<file path="src/rtl/serprog_pkg.sv">
package serprog_pkg;

   typedef enum logic {
      TGT_MAIN = 1'b0,
      TGT_REF  = 1'b1
   } tgt_e;

   function automatic int wmax(input int a, input int b);
      return (a > b) ? a : b;
   endfunction

endpackage

</file>
<file path="src/rtl/sp_sync.sv">
module sp_sync #(
   parameter int   STAGES  = 2,
   parameter logic RST_VAL = 1'b0
) (
   input  logic clk,
   input  logic rst,
   input  logic d,
   output logic q
);
   generate
      if (STAGES < 0 || STAGES > 4) begin : g_bad
         $error("sp_sync: STAGES must be 0..4");
      end
      if (STAGES == 0) begin : g_bypass
         assign q = d;
      end else begin : g_chain
         logic [STAGES-1:0] st;
         for (genvar i = 0; i < STAGES; i++) begin : g_st
            if (i == 0) begin : g_first
               always_ff @(posedge clk) begin
                  if (rst) st[0] <= RST_VAL;
                  else     st[0] <= d;
               end
            end else begin : g_next
               always_ff @(posedge clk) begin
                  if (rst) st[i] <= RST_VAL;
                  else     st[i] <= st[i-1];
               end
            end
         end
         assign q = st[STAGES-1];
      end
   endgenerate
endmodule

</file>
<file path="src/rtl/sp_rise.sv">
module sp_rise #(
   parameter logic RST_VAL = 1'b0
) (
   input  logic clk,
   input  logic rst,
   input  logic d,
   output logic rise
);
   logic prev;

   always_ff @(posedge clk) begin
      if (rst) prev <= RST_VAL;
      else     prev <= d;
   end

   assign rise = d & ~prev;
endmodule

</file>
<file path="src/rtl/sp_shift.sv">
module sp_shift #(
   parameter int W = 19
) (
   input  logic         clk,
   input  logic         rst,
   input  logic         en,
   input  logic         din,
   output logic [W-1:0] q
);
   generate
      if (W < 2) begin : g_bad
         $error("sp_shift: W must be at least 2");
      end
   endgenerate

   always_ff @(posedge clk) begin
      if (rst)     q <= '0;
      else if (en) q <= {q[W-2:0], din};
   end
endmodule

</file>
<file path="src/rtl/sp_hold.sv">
module sp_hold #(
   parameter int W = 15
) (
   input  logic         clk,
   input  logic         rst,
   input  logic         load,
   input  logic [W-1:0] d,
   output logic [W-1:0] q,
   output logic         upd
);
   generate
      if (W < 1) begin : g_bad
         $error("sp_hold: W must be at least 1");
      end
   endgenerate

   always_ff @(posedge clk) begin
      if (rst) begin
         q   <= '0;
         upd <= 1'b0;
      end else begin
         upd <= load;
         if (load) q <= d;
      end
   end
endmodule

</file>
<file path="src/rtl/serprog_port.sv">
module serprog_port
   import serprog_pkg::*;
#(
   parameter int REF_W       = 15,
   parameter int MAIN_W      = 18,
   parameter int SYNC_STAGES = 2
) (
   input  logic              clk,
   input  logic              rst,
   input  logic              ser_clk,
   input  logic              ser_data,
   input  logic              ser_le,
   output logic [REF_W-1:0]  ref_word,
   output logic [MAIN_W-1:0] main_word,
   output logic              ref_upd,
   output logic              main_upd
);
   localparam int SHIFT_W = wmax(REF_W, MAIN_W) + 1;

   generate
      if (REF_W < 1 || MAIN_W < 1) begin : g_bad_w
         $error("serprog_port: payload widths must be positive");
      end
      if (REF_W == MAIN_W) begin : g_bad_eq
         $error("serprog_port: payload widths must differ");
      end
   endgenerate

   logic sclk_s, sdat_s, le_s;
   logic sclk_rise, le_rise;
   logic [SHIFT_W-1:0] shift_q;
   tgt_e tgt;
   logic ld_ref, ld_main;

   sp_sync #(.STAGES(SYNC_STAGES), .RST_VAL(1'b0)) u_sync_clk (
      .clk(clk), .rst(rst), .d(ser_clk), .q(sclk_s));
   sp_sync #(.STAGES(SYNC_STAGES), .RST_VAL(1'b0)) u_sync_dat (
      .clk(clk), .rst(rst), .d(ser_data), .q(sdat_s));
   // load enable idles high, so its synchronizer resets high
   sp_sync #(.STAGES(SYNC_STAGES), .RST_VAL(1'b1)) u_sync_le (
      .clk(clk), .rst(rst), .d(ser_le), .q(le_s));

   sp_rise #(.RST_VAL(1'b0)) u_rise_clk (
      .clk(clk), .rst(rst), .d(sclk_s), .rise(sclk_rise));
   sp_rise #(.RST_VAL(1'b1)) u_rise_le (
      .clk(clk), .rst(rst), .d(le_s), .rise(le_rise));

   sp_shift #(.W(SHIFT_W)) u_shift (
      .clk(clk), .rst(rst), .en(sclk_rise), .din(sdat_s), .q(shift_q));

   assign tgt     = tgt_e'(shift_q[0]);
   assign ld_ref  = le_rise && (tgt == TGT_REF);
   assign ld_main = le_rise && (tgt == TGT_MAIN);

   sp_hold #(.W(REF_W)) u_ref (
      .clk(clk), .rst(rst), .load(ld_ref),
      .d(shift_q[REF_W:1]), .q(ref_word), .upd(ref_upd));
   sp_hold #(.W(MAIN_W)) u_main (
      .clk(clk), .rst(rst), .load(ld_main),
      .d(shift_q[MAIN_W:1]), .q(main_word), .upd(main_upd));


   strobe_excl_chk: assert property (@(posedge clk) disable iff (rst)
      $onehot0({ref_upd, main_upd}));

   ref_pulse_chk: assert property (@(posedge clk) disable iff (rst)
      ref_upd |=> !ref_upd);

   main_pulse_chk: assert property (@(posedge clk) disable iff (rst)
      main_upd |=> !main_upd);

   ref_hold_chk: assert property (@(posedge clk) disable iff (rst)
      !$stable(ref_word) |-> ref_upd);

   main_hold_chk: assert property (@(posedge clk) disable iff (rst)
      !$stable(main_word) |-> main_upd);

   ref_data_chk: assert property (@(posedge clk) disable iff (rst)
      ref_upd |-> (ref_word == $past(shift_q[REF_W:1])) && $past(shift_q[0]));

   main_data_chk: assert property (@(posedge clk) disable iff (rst)
      main_upd |-> (main_word == $past(shift_q[MAIN_W:1])) && !$past(shift_q[0]));
endmodule

</file>
<file path="config.mk">
export PLATFORM = sky130hd
export DESIGN_NAME = serprog_port
export DESIGN_NICKNAME = d
export VERILOG_FILES = /design/src/rtl/serprog_pkg.sv /design/src/rtl/sp_sync.sv /design/src/rtl/sp_rise.sv /design/src/rtl/sp_shift.sv /design/src/rtl/sp_hold.sv /design/src/rtl/serprog_port.sv
export SDC_FILE = /design/constraint.sdc
export NUM_CORES = 1
export LEC_CHECK = 0
export BUFFER_PORTS_ARGS = -buffer_cell sky130_fd_sc_hd__buf_2
export CAP_MARGIN = 5
export CORE_ASPECT_RATIO = 1.2
export CORE_MARGIN = 2
export CORE_UTILIZATION = 45
export CTS_CLUSTER_DIAMETER = 120
export DETAILED_ROUTE_END_ITERATION = 6
export GPL_ROUTABILITY_DRIVEN = 0
export GPL_TIMING_DRIVEN = 0
export PLACE_DENSITY = 0.78
export SLEW_MARGIN = 25
export SYNTH_ARGS = -nofsm -noshare
export SYNTH_HDL_FRONTEND = slang
export SYNTH_SLANG_ARGS = --single-unit
export TNS_END_PERCENT = 50
</file>
<file path="constraint.sdc">
create_clock -name clk -period 2.14 [get_ports clk]
set_clock_uncertainty 0.2 [all_clocks]
set_input_delay 0.428 -clock clk [delete_from_list [all_inputs] [get_ports clk]]
set_output_delay 0.428 -clock clk [all_outputs]
set_load 0.005 [all_outputs]
</file>
; Yosys cells after proc, flatten, opt, wreduce, memory -nomap -nowiden
; Index checks and enable logic that the tools add are counted.
[word_totals]
ff_bits = 62
out_inout_bits = 35
wordCells = 20
[classes]
bitwise_logic = 5
n_reduce_logical = 2
[ops]
columns = cell, count
row1 = inverter 1 bit, 3
row2 = bitwise AND 1 bit, 2
row3 = logical AND 1 bit, 2

; Logic depth before layout (Yosys ltp)
; Gate-level depths: netlist of the first run.
[depth]
ltp_word = 3
ltp_mapped = 6

; Modules after synthesis
; A second synthesis of the first run with hierarchy kept.
[hier_totals]
cells_unflattened = 191
area_unflattened_um2 = 2182.1
[modules_own_cells]
columns = mod, n_inst, cells_each, area_per_inst_um2, seq_area_each_um2
row1 = sp_shift, 1, 61, 683.2, 380.4
row2 = sp_hold (u_main), 1, 60, 675.6, 380.4
row3 = sp_hold (u_ref), 1, 50, 569.3, 320.3
row4 = sp_sync, 3, 4, 52.6, 40.0
row5 = sp_rise (u_rise_clk), 1, 3, 47.5, 20.0
row6 = sp_rise (u_rise_le), 1, 3, 32.5, 20.0
row7 = serprog_port, 1, 2, 16.3, 0.0

; Worst setup path before layout of the first run
; OpenSTA, ideal clock, no wires.
[synth_timing]
kind = reg2reg
startpoint = register u_shift.q[0]
endpoint = register u_main.q[10]
setup_time_ns = 0.132
t_arrival_ns = 1.156
required_time_ns = 1.808
setup_slack_ns = 0.652
stages_incl_launch_ff = 7
cell_sequence = dfxtp_1 -> buf_6 -> or3b_1 -> buf_6 -> buf_8 -> nand2_1 -> a21oi_1
[synth_via]
elab_chain_cells = 2
[synth_lines]
columns = element, line_no
row1 = start: declaration, sp_shift.sv:8  ; output logic [W-1:0] q
row2 = start signal: assignment, sp_shift.sv:18  ; else if (en) q <= {q[W-2:0], din};
row3 = inverter 1 bit, serprog_port.sv:53  ; assign ld_main = le_rise && (tgt == TGT_MAIN);
row4 = logical AND 1 bit, serprog_port.sv:53
row5 = end signal: assignment, sp_hold.sv:19  ; q <= '0;
row6 = end signal: assignment, sp_hold.sv:23  ; if (load) q <= d;
row7 = end: declaration, sp_hold.sv:8  ; output logic [W-1:0] q,
; Every way passes these cells.
; A chain may end at the register's enable or synchronous reset.

; Final worst setup path of the first run
[layout_timing]
startpoint = register u_shift.q[0]
endpoint = register u_main.q[16]
; The elaborated chain is that of the path after synthesis.

==> results of run 1 <==
## per-layer routing
metal  global-route usage, %  share of wire [%]
met2                   26.10                 49
met1                   21.27                 44
met5                       0                  0
met4                   9.184                2.0
met3                   4.816                4.5
## placed cells by master, fill, tap and decap left out, drive strengths merged
master and count:
a21oi 52, and3b 1, buf 49, clkbuf 20, clkinv 2, dfxtp 62, nand2 104, nand2b 1
nand3b 1, nor2b 6, nor3b 1, nor4b 1, nor4bb 1, or2 3, or3b 1
## logic make-up (layout without fill, tap and decap cells)
kind of cell	after synthesis	in the layout	share of synthesized area [%]
buffers and inverters	18	71	4.997
AND/OR/NAND/NOR	120	120	24.46
AO/OA/AOI/OAI	52	52	12.23
flip-flops	62	62	58.32
## final cells by class
cell class              instances  area, um^2
fillers                       457        2021
flip-flops and latches         62        1241
multi-input cells             172       780.7
repair buffers                 38       190.2
clock buffers                  13       138.9
plain buffers                  18       106.4
well taps                      58       72.57
clock inverters                 2       10.01
## through the flow
| step | instance area (um^2) | util (%) | power, uW |
|---|---|---|---|
| 2_1_floorplan | 2128 | - | 1227 |
| 3_3_place_gp | 2391 | 52.43 | 1242 |
| 3_5_place_dp | 2391 | 52.43 | 1242 |
| 4_1_cts | 2540 | 55.69 | 2035 |
| 5_1_grt | 2540 | 55.69 | 2092 |
| 6_report | 2540 | 55.69 | 2023 |
## worst paths after layout
| path | from | endpoint | slack (ns) | cells after the start |
|---|---|---|---|---|
| worst max-delay path | u_shift.q[0]$_SDFFE_PP0P_ | u_main.q[16]$_SDFFE_PP0P_ | 0.58 | 6 |
| worst min-delay path | ser_le | u_sync_le.g_chain.st[0]$_SDFF_PP1_ | 0.07 | 2 |
| worst max register to register | u_shift.q[0]$_SDFFE_PP0P_ | u_main.q[16]$_SDFFE_PP0P_ | 0.58 | 6 |
| worst min register to register | u_sync_le.g_chain.st[0]$_SDFF_PP1_ | u_sync_le.q$_SDFF_PP1_ | 0.21 | 1 |
## critical path: stages, from the launching register on
cell and delay [ns]:
sky130_fd_sc_hd__dfxtp_1 0.31, sky130_fd_sc_hd__buf_6 0.13, sky130_fd_sc_hd__or3b_1 0.38, sky130_fd_sc_hd__buf_6 0.15, sky130_fd_sc_hd__buf_8 0.13, sky130_fd_sc_hd__nand2_1 0.06
sky130_fd_sc_hd__a21oi_1 0.06
## power by group through the flow
stage	Clock, uW	Combinational [uW]	Sequential [uW]
final	806	52.3	1160
after global placement	0	52.0	1190
after CTS	817	52.8	1160
after detailed placement	0	52.5	1190
after floorplan	0	38.0	1190
after global routing	869	58.6	1160
==> run metrics, run 1 <==
status finished clean; worst hold-check slack 0.07471 ns; H-tree depth 3; horizontal die dimension 66.78 um; clk buf depth 2; classification of the worst setup path reg -> reg; Final Max Slew Viols 0; number of antenna diodes 0; smallest setup slack after layout 0.5809 ns; final-report setup violation count 0; pre-CTS setup slack 0.5892 ns; clock share of power 39.8%; Net Count, Synth 257; count of placed standard cells including taps 348; total negative slack for setup checks 0 ns; most area-hungry cell type in the Yosys netlist sky130_fd_sc_hd__dfxtp_1; remaining global-route overflow 0; Seq/Total Area, Yosys 58.32%; average via count per standard cell 4.873; total number of clock tree sinks 62; shortest period the worst path allows 1.559 ns; Yosys Warn Count 0; largest net degree at the start of global routing 11; synthesis-to-layout area growth 19.34%; switching share of power 21.47%; Overall Global Routing Usage 16.97%; final clock period utilization by the worst path 72.85%; antenna viol nets, final 0; unrepaired setup endpoints after global routing no; Routed wire per std cell 11.39 um; max FFs per register 19; full die area 5298 um^2; height of the die 79.34 um; number of antenna violations at the first check in global routing 0; count of cells resized by post-cts repair 0; TritonCTS clock tree built; core outline area 4561 um^2; number of flops mapped to enable cells by yosys 0; post-detailed-placement half-perimeter wirelength 2935 um; total number of vias 1769; DRC violations left 0; maximum VDD drop 615.7 uV; post-CTS setup buffer count 0; clock slew at the register clock pins of the worst setup and hold paths 0.06 ns; net switching power figure 434.3 uW; Post-Layout Cell Count 363; area share of the largest cell type after synthesis 58.32%; most area-consuming cells after synthesis sky130_fd_sc_hd__dfxtp_1 (58%), sky130_fd_sc_hd__nand2_1 (18%), sky130_fd_sc_hd__a21oi_1 (12%), sky130_fd_sc_hd__nor2b_1 (1.8%), sky130_fd_sc_hd__buf_2 (1.6%); logic gate share of total power 2.6%; Port-buffer cells 38; number of buffers created by CTS 9; leakage component of the power 0.0009856 uW; maximum fanout along the worst path 10; distinct cell type count of the synthesized netlist 18; number of violations reported at the end of detailed-routing iteration 0 92; I/O pin count 40; portion of total power attributed to sequential cells 57.6%; iteration count of the initial detailed-routing pass 4; register with the most flip-flops u_shift.q; Internal Dissipation 1588 uW; crit end category flop; Largest regs u_shift.q: 19 flops, u_main.q: 18 flops, u_ref.q: 15 flops; maximum clock rate 641.4 MHz; Post-Syn Area 2128 um^2; Critical Path Start Type flop; worst-margin pin slew 0.4761 ns; total routed wirelength 4136 um; register bit total from synthesis 62; share of cells above drive strength 1 21.64%; via count of the first global-routing pass 1518; number of nets at the end of the flow 306; first-pass GRT wire length 6651 um; Clk Latency, worst-skew pair 0.33 ns; initial cell density of the core 46.67%; top-count cell post-synth sky130_fd_sc_hd__nand2_1; critical path data arrival time 1.55 ns; row count 27; Relative slew margins 68.26%; kind of path behind the tightest hold check in -> reg; dominant register cell in the synthesized netlist sky130_fd_sc_hd__dfxtp_1; number of instances in the synthesized netlist 252; # hold bufs at CTS 0; Avg Synthesized Cell Area 8.446 um^2; most common library cells after synthesis sky130_fd_sc_hd__nand2_1 (102), sky130_fd_sc_hd__dfxtp_1 (62), sky130_fd_sc_hd__a21oi_1 (52); clock root buffer master sky130_fd_sc_hd__clkbuf_8; total of max-cap violations 0; share of synthesized flip-flops with an asynchronous set or reset 0%; power density cells 796.4 nW/um^2; data required time at the worst endpoint 2.13 ns; final number of hold-violating endpoints 0
Power figures use the tool's default switching activity.
==> run 2: changes to the inputs <==
==> constraint.sdc (replaced) <==
create_clock -name clk -period 1.6 [get_ports clk]
set_clock_uncertainty 0.2 [all_clocks]
set_input_delay 0.32 -clock clk [delete_from_list [all_inputs] [get_ports clk]]
set_output_delay 0.32 -clock clk [all_outputs]
set_load 0.005 [all_outputs]
==> run metrics, run 2 (same netlist as run 1, synthesis figures left out) <==
DRC violations left 0 (unchanged); worst-margin pin slew 0.4587 ns (-0.01739 ns); remaining global-route overflow 0 (unchanged); Critical R2R Launch u_shift.q[0]$_SDFFE_PP0P_; Max Used Layer met4; end of the worst register-to-register path u_main.q[5]$_SDFFE_PP0P_; number of buffers created by CTS 9 (unchanged); iteration count of the initial detailed-routing pass 4 (unchanged); leading cell type in the layout, fill and taps excluded sky130_fd_sc_hd__nand2_1; H-tree depth 3 (unchanged); total number of clock tree sinks 62 (unchanged); data required time at the worst endpoint 1.60 ns (-0.53 ns); Routed wire per std cell 11.44 um (+0.40%); classification of the worst setup path reg -> reg; largest net degree at the start of global routing 11 (unchanged); Port-buffer cells 38 (unchanged); total routed wirelength 4244 um (+2.6%); average via count per standard cell 4.819 (-1.1%); number of nets at the end of the flow 314 (+2.6%); number of antenna diodes 0 (unchanged); synthesis-to-layout area growth 22.69%; final clock period utilization by the worst path 95.41% (+23 points); FILL cells 448 (-2.0%); row count 27 (unchanged); share of cells above drive strength 1 23.00% (+1.4 points); Worst Min Path Start rst; Hold Path Cell Cnt 2 (unchanged); kind of path behind the tightest hold check in -> reg; crit end category flop; total negative slack for setup checks 0 ns (unchanged); Clk Latency, worst-skew pair 0.33 ns (about the same); horizontal die dimension 66.78 um (unchanged); full die area 5298 um^2 (unchanged); number of violations reported at the end of detailed-routing iteration 0 94 (+2.2%); number of cells traversed by the worst register-to-register path 6 (unchanged); Relative slew margins 69.42% (+1.2 points); clk buf depth 2 (unchanged); total of max-cap violations 0 (unchanged); height of the die 79.34 um (unchanged); register with the most flip-flops u_shift.q; max FFs per register 19 (unchanged); total number of vias 1788 (+1.1%); routed wire length on met2 2090 um (+2.2%); maximum clock rate 655.1 MHz (+2.1%); routed wl met3 214 um (+16%); reg-to-reg slack, setup 0.07 ns (-0.51 ns); critical path data arrival time 1.52 ns (-0.03 ns); leakage component of the power 0.001020 uW (+3.5%); shortest period the worst path allows 1.527 ns (-0.03251 ns); via count of the first global-routing pass 1533 (+0.99%); antenna viol nets, final 0 (unchanged); power density cells 1041 nW/um^2 (+31%); end point of the worst hold path u_sync_dat.q$_SDFF_PP0_; post-detailed-placement half-perimeter wirelength 2935 um (unchanged); Critical Path Start Type flop; final number of hold-violating endpoints 0 (unchanged); maximum fanout along the worst path 8 (-2); TritonCTS clock tree built; unrepaired setup endpoints after global routing no; first-pass GRT wire length 6706 um (+0.83%); worst hold-check slack 0.1181 ns (+0.04337 ns); Largest regs u_shift.q: 19 flops, u_main.q: 18 flops, u_ref.q: 15 flops; Final Max Slew Viols 0 (unchanged); clock root buffer master sky130_fd_sc_hd__clkbuf_8; number of antenna violations at the first check in global routing 0 (unchanged); initial cell density of the core 46.67% (unchanged); status finished clean; commonest cells after routing, fill and taps aside sky130_fd_sc_hd__nand2_1 (102), sky130_fd_sc_hd__dfxtp_1 (61), sky130_fd_sc_hd__a21oi_1 (52); wire length the detailed router placed on met1 1860 um (+2.2%); final-report setup violation count 0 (unchanged); clock slew at the register clock pins of the worst setup and hold paths 0.06 ns (about the same); maximum VDD drop 826.8 uV (+34%); area taken by flip-flops and latches 1242 um^2 (+0.10%); core outline area 4561 um^2 (unchanged); I/O pin count 40 (unchanged); Overall Global Routing Usage 17.12% (+0.16 points); area of the multi-input gates 780.7 um^2 (unchanged)
## run 2: critical path, cell delays in order (launching register included)
cell	delay, ns
sky130_fd_sc_hd__dfxtp_1	0.31
sky130_fd_sc_hd__buf_6	0.13
sky130_fd_sc_hd__or3b_1	0.36
sky130_fd_sc_hd__buf_6	0.14
sky130_fd_sc_hd__buf_4	0.13
sky130_fd_sc_hd__nand2_1	0.07
sky130_fd_sc_hd__a21oi_1	0.07
## run 2: timing repair
action | in CTS | in global routing
endpoints found under the setup margin | 0 | 19
gates resized for setup | 0 | 1
endpoints found under the hold margin | 3 | 0
hold buffers | 3 | 0
buffers inserted | 0 | 6
## run 2: per-stage QoR
stage	util, %	std cells	power [uW]	instance area (um^2)	setup slack [ns]
after floorplan	-	252	1641	2128	0.1117
after global placement	52.43	348	1661	2391	0.05635
after detailed placement	52.43	348	1662	2391	0.04921
after CTS	56.35	366	2727	2570	0.03523
after global routing	57.26	371	2812	2611	0.008195
final	57.26	371	2717	2611	0.07345
## run 2: how the worst max path moves through the flow
stage	startpoint	slack, ns	cells past startpoint	end
after floorplan	u_shift.q[0]$_SDFFE_PP0P_	0.11	6	u_main.q[10]$_SDFFE_PP0P_
after global placement	u_shift.q[0]$_SDFFE_PP0P_	0.06	6	u_main.q[16]$_SDFFE_PP0P_
after detailed placement	u_shift.q[0]$_SDFFE_PP0P_	0.05	6	u_main.q[16]$_SDFFE_PP0P_
after CTS	u_shift.q[0]$_SDFFE_PP0P_	0.04	6	u_main.q[16]$_SDFFE_PP0P_
after global routing	u_shift.q[0]$_SDFFE_PP0P_	0.008	6	u_main.q[16]$_SDFFE_PP0P_
final	u_shift.q[0]$_SDFFE_PP0P_	0.07	6	u_main.q[5]$_SDFFE_PP0P_
## run 2: where the power goes
part	internal [uW]	switching, uW
sequential	1550	4.45
combinational	30.5	48.9
clock	550	531
total	2130	584
## run 2: per-layer routing
metal  up-vias  global-route usage (%)
li1        924                       -
met1       818                   21.31
met2        37                   26.60
met3         9                   4.816
met4         0                   9.184
met5         -                       0
## run 2: cell type report
cell class | instances | area share [%]
multi-input cells | 172 | 29.90
repair buffers | 47 | 10.16
clock inverters | 2 | 0.3833
plain buffers | 17 | 3.881
clock buffers | 13 | 5.319
flip-flops and latches | 62 | 47.58
well taps | 58 | 2.779
==> run 3: changes to the inputs <==
--- a/config.mk
+++ b/config.mk
@@ -18,5 +18,6 @@
 export SLEW_MARGIN = 25
 export SYNTH_ARGS = -nofsm -noshare
 export SYNTH_HDL_FRONTEND = slang
+export SYNTH_HIERARCHICAL = 1
 export SYNTH_SLANG_ARGS = --single-unit
 export TNS_END_PERCENT = 50
==> run metrics, run 3 <==
kind of path behind the tightest hold check in -> reg; leakage component of the power 0.001092 uW (+7.1%); top-count cell post-synth sky130_fd_sc_hd__dfxtp_1; Clk Latency, worst-skew pair 0.33 ns (about the same); library cell contributing the largest single delay on the critical path sky130_fd_sc_hd__dfxtp_1; critical path data arrival time 1.51 ns (about the same); Hold Path Cell Cnt 2 (unchanged); Internal Dissipation 2263 uW (+6.1%); number of flops mapped to enable cells by yosys 0 (unchanged); Post-Syn Area 2182 um^2 (+2.5%); maximum clock rate 669.3 MHz (+2.2%); register with the most flip-flops u_shift/q; via count of the first global-routing pass 1402 (-8.5%); clk buf depth 2 (unchanged); number of cells traversed by the worst register-to-register path 6 (unchanged); classification of the worst setup path reg -> reg; clock share of power 42.3% (+2.5 points); Net Count, Synth 196 (-24%); net switching power figure 589.3 uW (+0.91%); unrepaired setup endpoints after global routing no; register bit total from synthesis 62 (unchanged); maximum VDD drop 742.7 uV (-10%); Critical R2R Launch u_sync_le/q$_SDFF_PP1_; synthesis-to-layout area growth 21.73%; dominant register cell in the synthesized netlist sky130_fd_sc_hd__dfxtp_1; core outline area 4628 um^2 (+1.5%); post-detailed-placement half-perimeter wirelength 2599 um (-11%); reg-to-reg slack, setup 0.11 ns (+0.03 ns); data required time at the worst endpoint 1.62 ns (+0.02 ns); number of violations reported at the end of detailed-routing iteration 0 76 (-19%); XOR/XNOR Fraction of Synth Area 0% (unchanged); max FFs per register 19 (unchanged); Compound-Gate Fraction of Synth Area 0% (-12 points); clock root buffer master sky130_fd_sc_hd__clkbuf_8; most area-hungry cell type in the Yosys netlist sky130_fd_sc_hd__dfxtp_1; end of the worst register-to-register path u_main/q[10]$_SDFFE_PP0P_; cell breakdown of the critical path nor2b_2 > and2b_2 > buf_6 > buf_12 > mux2i_1 > nor2_1; number of antenna diodes 0 (unchanged); path length in cells of the critical path 6 (unchanged); total number of clock tree sinks 62 (unchanged); crit end category flop; total of max-cap violations 0 (unchanged); worst-margin pin slew 0.3027 ns (-0.1559 ns); DRC violations left 0 (unchanged); average via count per standard cell 4.803 (-0.33%); first-pass GRT wire length 6561 um (-2.2%); commonest cells after routing, fill and taps aside sky130_fd_sc_hd__dfxtp_1 (62), sky130_fd_sc_hd__mux2i_1 (52), sky130_fd_sc_hd__nor2_1 (52); horizontal die dimension 67.57 um (+1.2%); full die area 5425 um^2 (+2.4%); multiplexer share of the synthesized area 23.85% (+24 points); Worst path max stage delay 0.32 ns (-0.04 ns); antenna viol nets, final 0 (unchanged); iteration count of the initial detailed-routing pass 4 (unchanged); I/O pin count 40 (unchanged); status finished clean; Yosys Warn Count 6 (+6); number of nets at the end of the flow 249 (-21%); final-report setup violation count 0 (unchanged); number of buffers created by CTS 9 (unchanged); most common library cells after synthesis sky130_fd_sc_hd__dfxtp_1 (62), sky130_fd_sc_hd__mux2i_1 (52), sky130_fd_sc_hd__nor2_1 (52); total number of vias 1465 (-18%); final clock period utilization by the worst path 93.38% (-2.0 points); H-tree depth 3 (unchanged); power consumption 2852 uW (+5.0%); category of cells accounting for the largest share of critical-path delay simple AND/OR/NAND/NOR gates; TritonCTS clock tree built; Critical Path Sink u_main/q[10]$_SDFFE_PP0P_; row count 27 (unchanged); Seq/Total Area, Yosys 56.88% (-1.4 points); shortest period the worst path allows 1.494 ns (-0.03239 ns); Post-Layout Cell Count 305 (-18%); origin of the worst setup path u_sync_le/q$_SDFF_PP1_; Worst Min Path Start rst; area share of the largest cell type after synthesis 56.88% (-1.4 points); Avg Synthesized Cell Area 11.42 um^2 (+35%); area fraction in and, or, nand and nor cells after synthesis 13.82% (-11 points); final number of hold-violating endpoints 0 (unchanged); most area-consuming cells after synthesis sky130_fd_sc_hd__dfxtp_1 (57%), sky130_fd_sc_hd__mux2i_1 (24%), sky130_fd_sc_hd__nor2_1 (8.9%), sky130_fd_sc_hd__buf_12 (2.8%), sky130_fd_sc_hd__nor2b_1 (2.0%); Largest regs u_shift/q: 19 flops, u_main/q: 18 flops, u_ref/q: 15 flops; initial cell density of the core 47.15% (+0.48 points); share of synthesized flip-flops with an asynchronous set or reset 0% (unchanged); adder-cell area share of the yosys netlist 0% (unchanged); FILL cells 389 (-13%); maximum fanout along the worst path 10 (+2); Worst Path Buf+Inv 2 (-1); logic gate share of total power 3.1% (+0.2 points); clock slew at the register clock pins of the worst setup and hold paths 0.06 ns (about the same); Routed wire per std cell 13.11 um (+15%); Port-buffer cells 39 (+2.6%); Critical Path Start Type flop; height of the die 80.28 um (+1.2%); Overall Global Routing Usage 16.95% (-0.18 points); largest net degree at the start of global routing 18 (+7); power density cells 1074 nW/um^2 (+3.2%); number of antenna violations at the first check in global routing 0 (unchanged); Final Max Slew Viols 0 (unchanged); leading cell type in the layout, fill and taps excluded sky130_fd_sc_hd__dfxtp_1; remaining global-route overflow 0 (unchanged); distinct cell type count of the synthesized netlist 12 (-6); combinational family with the most area after synthesis multiplexers; number of instances in the synthesized netlist 191 (-24%); share of cells above drive strength 1 27.53% (+4.5 points); switching share of power 20.66% (-0.83 points); Relative slew margins 79.82% (+10 points); portion of total power attributed to sequential cells 54.6% (-2.7 points); total routed wirelength 3999 um (-5.8%); count of placed standard cells including taps 288 (-17%); total negative slack for setup checks 0 ns (unchanged)
## run 3: cell count changes in the layout (fill, tap and decap cells not counted), sizes merged, moves of 3 or more
cell,previous run,this run
nand2,104,0
clkbuf,20,14
nor2,0,52
mux2i,0,52
buf,54,49
nor2b,6,9
a21oi,52,0
## run 3: worst min-delay path by stage
stage,end
2_1_floorplan,u_sync_le/q$_SDFF_PP1_
6_report,u_ref/q[0]$_SDFFE_PP0P_
3_5_place_dp,u_sync_le/q$_SDFF_PP1_
4_1_cts,u_ref/q[2]$_SDFFE_PP0P_
5_1_grt,u_rise_clk/prev$_SDFF_PP0_
3_3_place_gp,u_sync_le/q$_SDFF_PP1_
## run 3: layer usage
layer,global-route usage [%],part of all wire [%],vias up
li1,-,-,729
met1,19.77,46,690
met2,26.18,47,37
met3,5.882,5.1,9
met4,10.41,2.5,0
met5,0,0,-
## run 3: cells by family after synthesis
| logic type | count (synthesis) |
|---|---|
| buffers and inverters | 11 |
| DFF | 62 |
| and+or+nand+nor | 66 |
| muxes | 52 |
## run 3: area by class of cell
type                       count  area, um^2  share of cell area (%)
clock buffer                  13       168.9                   6.359
timing repair buffer          42       225.2                   8.479
clock inverter                 1       5.005                  0.1884
sequential                    62        1241                   46.73
buffer                        11       118.9                   4.475
multi-input combinational    118       824.5                   31.04
tap                           58       72.57                   2.732
## run 3: worst reg2reg max path: stages (launching register included)
cell	delay (ns)
sky130_fd_sc_hd__dfxtp_1	0.32
sky130_fd_sc_hd__nor2b_2	0.13
sky130_fd_sc_hd__and2b_2	0.15
sky130_fd_sc_hd__buf_6	0.17
sky130_fd_sc_hd__buf_12	0.16
sky130_fd_sc_hd__mux2i_1	0.20
sky130_fd_sc_hd__nor2_1	0.05
## run 3: what timing repair did
action / in CTS / in global routing
hold endpoints to repair: 3 / 0
hold buffers: 3 / 0
setup buffers: 0 / 0
gates resized for setup: 0 / 1
setup endpoints to repair: 0 / 10
## run 3: power groups by stage
stage / Clock [uW] / Combinational (uW) / Sequential, uW
after detailed placement: 0 / 84.2 / 1590
after global placement: 0 / 82.8 / 1590
final: 1210 / 89.4 / 1560
after CTS: 1250 / 89.9 / 1560
after floorplan: 0 / 59.6 / 1590
after global routing: 1320 / 95.7 / 1560
## run 3: per-stage QoR
| stage | setup slack [ns] | utilization, % | hold WS, ns | instance area, um^2 |
|---|---|---|---|---|
| global placement | 0.03474 | 52.93 | 0.1899 | 2450 |
| detailed placement | 0.007205 | 52.93 | 0.2124 | 2450 |
| floorplan | 0.2176 | - | 0.1832 | 2182 |
| global route | 0.01146 | 57.39 | 0.1494 | 2656 |
| CTS | 0.06435 | 57.34 | 0.1404 | 2654 |
| finish | 0.1058 | 57.39 | 0.1472 | 2656 |
